`config.mk`:
```
export PLATFORM = sky130hd
export DESIGN_NAME = radio_spi_engine
export DESIGN_NICKNAME = d
export VERILOG_FILES = /design/src/rtl/rspi_pkg.sv /design/src/rtl/rspi_framer.sv /design/src/rtl/rspi_shifter.sv /design/src/rtl/radio_spi_engine.sv
export SDC_FILE = /design/constraint.sdc
export NUM_CORES = 1
export LEC_CHECK = 0
export BUFFER_PORTS_ARGS = -buffer_cell sky130_fd_sc_hd__buf_2
export CORE_MARGIN = 2
export CORE_UTILIZATION = 50
export CTS_BUF_LIST = sky130_fd_sc_hd__clkbuf_16
export DETAILED_ROUTE_END_ITERATION = 10
export PLACE_DENSITY = 0.69
export SLEW_MARGIN = 40
export SYNTH_ARGS = -nofsm -noshare
export SYNTH_HDL_FRONTEND = slang
export SYNTH_HIERARCHICAL = 1
export SYNTH_SLANG_ARGS = --single-unit
```
`constraint.sdc`:
```
create_clock -name clk -period 3.02 [get_ports clk]
set_input_delay 0.151 -clock clk [delete_from_list [all_inputs] [get_ports clk]]
set_output_delay 0.151 -clock clk [all_outputs]
set_load 0.02 [all_outputs]
```
`src/rtl/rspi_pkg.sv`:
```
package rspi_pkg;
  localparam int LONG_AW  = 10;
  localparam int SHORT_AW = 6;
  localparam logic [7:0] DUMMY_BYTE = 8'hFF;

  typedef enum logic [2:0] {
    ST_IDLE,
    ST_GAP,
    ST_BYTE,
    ST_TAIL,
    ST_POST
  } seq_state_t;

  // Bytes of one transaction in send order; last = index of the final byte.
  typedef struct packed {
    logic [7:0] b0;
    logic [7:0] b1;
    logic [7:0] b2;
    logic [1:0] last;
    logic       wr;
  } frame_t;
endpackage

```
`src/rtl/rspi_framer.sv`:
```
module rspi_framer
  import rspi_pkg::*;
(
  input  logic               is_write,
  input  logic               is_long,
  input  logic [LONG_AW-1:0] addr,
  input  logic [7:0]         wdata,
  output frame_t             frame
);
  logic [7:0] data_byte;

  always_comb begin
    data_byte = is_write ? wdata : DUMMY_BYTE;
    frame.wr  = is_write;
    if (is_long) begin
      frame.b0   = {1'b1, addr[LONG_AW-1:3]};
      frame.b1   = {addr[2:0], is_write, 4'b0000};
      frame.b2   = data_byte;
      frame.last = 2'd2;
    end else begin
      frame.b0   = {1'b0, addr[SHORT_AW-1:0], is_write};
      frame.b1   = data_byte;
      frame.b2   = 8'h00;
      frame.last = 2'd1;
    end
  end
endmodule

```
`src/rtl/rspi_shifter.sv`:
```
module rspi_shifter #(
  parameter int HALF_CYC = 250
) (
  input  logic       clk,
  input  logic       rst_n,
  input  logic       start,
  input  logic [7:0] tx_byte,
  input  logic       miso,
  output logic       sck,
  output logic       mosi,
  output logic [7:0] rx_byte,
  output logic       last_edge,
  output logic       busy
);
  localparam int CW = (HALF_CYC > 1) ? $clog2(HALF_CYC) : 1;
  localparam logic [CW-1:0] CNT_END = CW'(HALF_CYC - 1);

  logic [CW-1:0] cnt;
  logic [2:0]    bit_idx;
  logic [7:0]    sh;
  logic          phase_end;

  assign phase_end = busy && (cnt == CNT_END);
  assign last_edge = phase_end && sck && (bit_idx == 3'd0);

  always_ff @(posedge clk or negedge rst_n) begin
    if (!rst_n) begin
      busy    <= 1'b0;
      sck     <= 1'b0;
      mosi    <= 1'b0;
      rx_byte <= 8'h00;
      cnt     <= '0;
      bit_idx <= 3'd0;
      sh      <= 8'h00;
    end else if (start) begin
      busy    <= 1'b1;
      sh      <= tx_byte;
      mosi    <= tx_byte[7];
      bit_idx <= 3'd7;
      cnt     <= '0;
    end else if (busy) begin
      if (phase_end) begin
        cnt <= '0;
        if (!sck) begin
          sck     <= 1'b1;
          rx_byte <= {rx_byte[6:0], miso};
        end else begin
          sck <= 1'b0;
          if (bit_idx == 3'd0) begin
            busy <= 1'b0;
            mosi <= 1'b0;
          end else begin
            bit_idx <= bit_idx - 3'd1;
            mosi    <= sh[6];
            sh      <= {sh[6:0], 1'b0};
          end
        end
      end else begin
        cnt <= cnt + 1'b1;
      end
    end
  end
endmodule

```
`src/rtl/radio_spi_engine.sv`:
```
module radio_spi_engine
  import rspi_pkg::*;
#(
  parameter int HALF_CYC = 250,
  parameter int GAP_CYC  = 250
) (
  input  logic                   clk,
  input  logic                   rst_n,
  input  logic                   req_valid,
  output logic                   req_ready,
  input  logic                   req_write,
  input  logic                   req_long,
  input  logic [LONG_AW-1:0]     req_addr,
  input  logic [7:0]             req_wdata,
  output logic                   done,
  output logic [7:0]             rd_data,
  output logic                   spi_sck,
  output logic                   spi_mosi,
  input  logic                   spi_miso,
  output logic                   spi_cs_n
);
  localparam int GW = (GAP_CYC > 1) ? $clog2(GAP_CYC) : 1;
  localparam logic [GW-1:0] GAP_END = GW'(GAP_CYC - 1);

  seq_state_t state;
  frame_t     frame_d, frame_q;
  logic [1:0] idx;
  logic [GW-1:0] gcnt;
  logic       gap_end, start, last_edge, sh_busy;
  logic [7:0] cur_byte, rx_byte;

  rspi_framer u_framer (
    .is_write (req_write),
    .is_long  (req_long),
    .addr     (req_addr),
    .wdata    (req_wdata),
    .frame    (frame_d)
  );

  always_comb begin
    case (idx)
      2'd0:    cur_byte = frame_q.b0;
      2'd1:    cur_byte = frame_q.b1;
      default: cur_byte = frame_q.b2;
    endcase
  end

  assign req_ready = (state == ST_IDLE);
  assign gap_end   = (gcnt == GAP_END);
  assign start     = (state == ST_GAP) && gap_end;

  rspi_shifter #(.HALF_CYC(HALF_CYC)) u_shift (
    .clk       (clk),
    .rst_n     (rst_n),
    .start     (start),
    .tx_byte   (cur_byte),
    .miso      (spi_miso),
    .sck       (spi_sck),
    .mosi      (spi_mosi),
    .rx_byte   (rx_byte),
    .last_edge (last_edge),
    .busy      (sh_busy)
  );

  always_ff @(posedge clk or negedge rst_n) begin
    if (!rst_n) begin
      state    <= ST_IDLE;
      frame_q  <= '0;
      idx      <= 2'd0;
      gcnt     <= '0;
      spi_cs_n <= 1'b1;
      done     <= 1'b0;
      rd_data  <= 8'h00;
    end else begin
      done <= 1'b0;
      case (state)
        ST_IDLE: if (req_valid) begin
          frame_q  <= frame_d;
          idx      <= 2'd0;
          gcnt     <= '0;
          spi_cs_n <= 1'b0;
          state    <= ST_GAP;
        end
        ST_GAP: begin
          if (gap_end) begin
            gcnt  <= '0;
            state <= ST_BYTE;
          end else begin
            gcnt <= gcnt + 1'b1;
          end
        end
        ST_BYTE: if (last_edge) begin
          if (idx == frame_q.last) begin
            state <= ST_TAIL;
          end else begin
            idx   <= idx + 2'd1;
            state <= ST_GAP;
          end
        end
        ST_TAIL: begin
          if (gap_end) begin
            gcnt     <= '0;
            spi_cs_n <= 1'b1;
            state    <= ST_POST;
          end else begin
            gcnt <= gcnt + 1'b1;
          end
        end
        ST_POST: begin
          if (gap_end) begin
            gcnt  <= '0;
            done  <= 1'b1;
            state <= ST_IDLE;
            if (!frame_q.wr) rd_data <= rx_byte;
          end else begin
            gcnt <= gcnt + 1'b1;
          end
        end
        default: state <= ST_IDLE;
      endcase
    end
  end

  logic unused_busy;
  assign unused_busy = sh_busy;
endmodule

```
==> metrics.cfg <==
[power]
p_per_area_nw_per_um2 = 491
comb_power_share = 0.047
clockPowerShare = 0.465
switching_share = 0.213
power_switching_mw = 0.479
p_leak_nw = 2.18
pwr-share-seq = 0.488
p_int_mw = 1.76
ir_worst_vdd_mv = 0.363

[setup_path]
end_kind = register
cp.required_ns = 3.23
crit_family = simple AND/OR/NAND/NOR gates
cp.buffers_inverters = 2
critPathMaxStageDelay_ns = 0.43
cp.arrival_ns = 2.64
path_cells = inv_1, ha_1, nand4b_1, or2_4, nor3_1, buf_4, or3_1, mux2_4
reg2reg_depth = 8
critPathLaunchType = register
cp-startpoint = gcnt[1]
path_class = reg2reg
slowest_stage = or3_1
r2r_setup_slack_ns = 0.60
critPathMaxFanout = 16
reg2reg_from = gcnt[1]
r2r-end = u_shift/rx_byte[5]

[finish]
drive_gt1_frac = 0.295
area_growth_pct = 12.7
fin_util = 0.585
nFillCells = 668
final-seq-area_um2 = 1980
final_common_cell = dfrtp_1
fin_nets = 430
diodes = 0
fin_area_um2 = 4570
multiInputGateArea_um2 = 1890
layout_common_cells = dfrtp_1, nand2_1, mux2_2, buf_2, nor2_1

[floorplanning]
fp.coreArea_um2 = 7810
fp-row-count = 32
die_h_um = 94
fp.dieArea_um2 = 8840
die_w_um = 94
start_util = 0.519
pin_count = 37

[sta]
slew_headroom = 0.527
timing.final.ws_setup_ns = 0.595
hold_viol_final = 0
post-route-period-util = 0.803
setup_violations = 0
skew_ns = 0.00518
worst_pin_slew_ns = 0.710
drv_slew = 0
rsz0062_at_grt = no
setup_tns_ns = 0
finalCriticalPeriod_ns = 2.42
max_clock_freq_mhz = 412

[global_routing]
antenna_found_initial = 0
grt_pass1_wl_um = 13300
globalRouteTotalUtil = 0.195
grt-ovfl-total = 0
grt_max_degree = 80
grt_pass1_vias = 2829

[worst_hold_path]
hold_start = spi_miso
hold_path_class = in2reg
min_to = u_shift/rx_byte[0]
hold_depth = 2

[logic_synthesis]
synth_seq_cells = 79
ys_seq_area_frac = 0.488
netlist_instances = 365
yosys.area_share.adder = 0.0247
synth_compound_area_frac = 0.110
synth_ff_type = dfrtp_1
postSynthAreaPerCell_um2 = 11.1
ys_warn_count = 6
async_flop_share = 1.00
synth_xor_area_frac = 0.0151
muxShareOfSynthArea = 0.162
synth_edf_count = 0
synth_simple_gate_area_share = 0.153
synth_nets = 397
syn_area_um2 = 4050
synthDistinctLibCells = 59
synth_top_family_by_area = multiplexers

[route]
antenna_left = 0
drc = 0
first_pass_iters = 4
drtIter0Drc = 134
viasPerCell = 5.61
finalWirelength_um = 7760
dr_total_vias = 2833
wl_per_cell_um = 15.4

[clock_network]
cts_root_buf = clkbuf_16
worstSkewPairLatency_ns = 0.33
clock_sink_count = 79
htree_num_levels = 3
ctsLongestPathBuffers = 2
cts.clk_slew.worst_paths_ns = 0.06
cts_tree = yes
cts_resized = 0
cts_made_buffers = 9

[run_status]
status = finished, final reports clean

[placement]
dpl.hpwl_um = 5220
post_dp_cell_area_um2 = 4250
port_buffers = 36
gp_congestion = 0.855
place_ws_ns = 0.623

[flow_run]
cap_violations = 0

==> worst max path at each step <==
stage	slack [ns]	to	cells after the start
3_3_place_gp	0.70	u_shift/rx_byte[1]	8
5_1_grt	0.43	u_shift/rx_byte[0]	8
3_5_place_dp	0.62	u_shift/rx_byte[0]	8
4_1_cts	0.60	u_shift/rx_byte[5]	8
2_1_floorplan	0.87	u_shift/rx_byte[0]	8
6_report	0.60	u_shift/rx_byte[5]	8
==> repair_timing <==
item	4_1_cts	5_1_grt
hold buffers	1	0
endpoints found under the hold margin	78	0
buffers inserted	0	0
==> routing by layer <==
layer / global-route usage / vias to the layer above / wire (µm)
li1: - / 1358 / -
met1: 0.253 / 1388 / 3520
met2: 0.320 / 76 / 3760
met3: 0.0449 / 11 / 325
met4: 0.0676 / 0 / 153
met5: 0 / - / 0
==> cell usage after synthesis, types with 4 or more instances <==
cell / count / area, µm²
mux2_4: 10 / 150
a22oi_1: 10 / 75.1
a21o_1: 5 / 37.5
buf_2: 4 / 20.0
dfrtp_1: 78 / 1950
ha_1: 8 / 100
nor3_1: 4 / 20.0
and3_1: 5 / 31.3
o22ai_1: 4 / 25.0
mux2_2: 40 / 450
mux2_1: 4 / 45.0
buf_6: 6 / 67.6
a21oi_1: 17 / 85.1
nand3_1: 4 / 20.0
inv_1: 16 / 60.1
and2_1: 4 / 25.0
o21ai_0: 10 / 50.1
xnor2_1: 5 / 43.8
a31oi_1: 4 / 25.0
nor2_1: 25 / 93.8
nand2_1: 40 / 150
nand2b_1: 7 / 43.8
==> state kept, by name (all words and copies together), names as in the netlist <==
register,cells
done,1
u_shift/cnt,8
u_shift/busy,1
frame_q,27
u_shift/bit_idx,3
idx,2
rd_data,8
spi_cs_n,1
u_shift/sck,1
u_shift/rx_byte,8
u_shift/sh,7
u_shift/mosi,1
state,3
gcnt,8
==> power groups by stage <==
stage | sequential (mW) | combinational (mW) | clock [mW]
after floorplan | 1.11 | 0.0618 | 0
after global placement | 1.11 | 0.105 | 0
after detailed placement | 1.11 | 0.108 | 0
after CTS | 1.09 | 0.109 | 1.07
after global routing | 1.10 | 0.122 | 1.11
final | 1.09 | 0.106 | 1.04
==> metrics by stage <==
| step | instances | hold slack [ns] | power (mW) |
|---|---|---|---|
| after CTS | 504 | 0.0655 | 2.27 |
| final | 505 | 0.0693 | 2.24 |
| after detailed placement | 487 | 0.237 | 1.22 |
| after floorplan | 365 | -0.145 | 1.17 |
| after global routing | 505 | 0.0747 | 2.33 |
| after global placement | 487 | 0.376 | 1.22 |
==> cells by family (layout without fill, tap and decap cells) <==
group | Yosys count | count (layout)
and+or+nand+nor | 116 | 116
muxes | 55 | 55
AOI/OAI and AO/OA | 66 | 66
xor gates and xnor gates | 7 | 7
DFF | 79 | 79
buffers and inverters | 34 | 72
adders and majority gates | 8 | 8
==> layout make-up <==
class,instances,share of cell area
clock buffer,9,0.0493
clock inverter,7,0.0140
inverter,17,0.0145
multi-input combinational,252,0.413
sequential,79,0.433
tap,102,0.0280
timing repair buffer,39,0.0480
No activity file was read; power rests on OpenSTA's default activity.
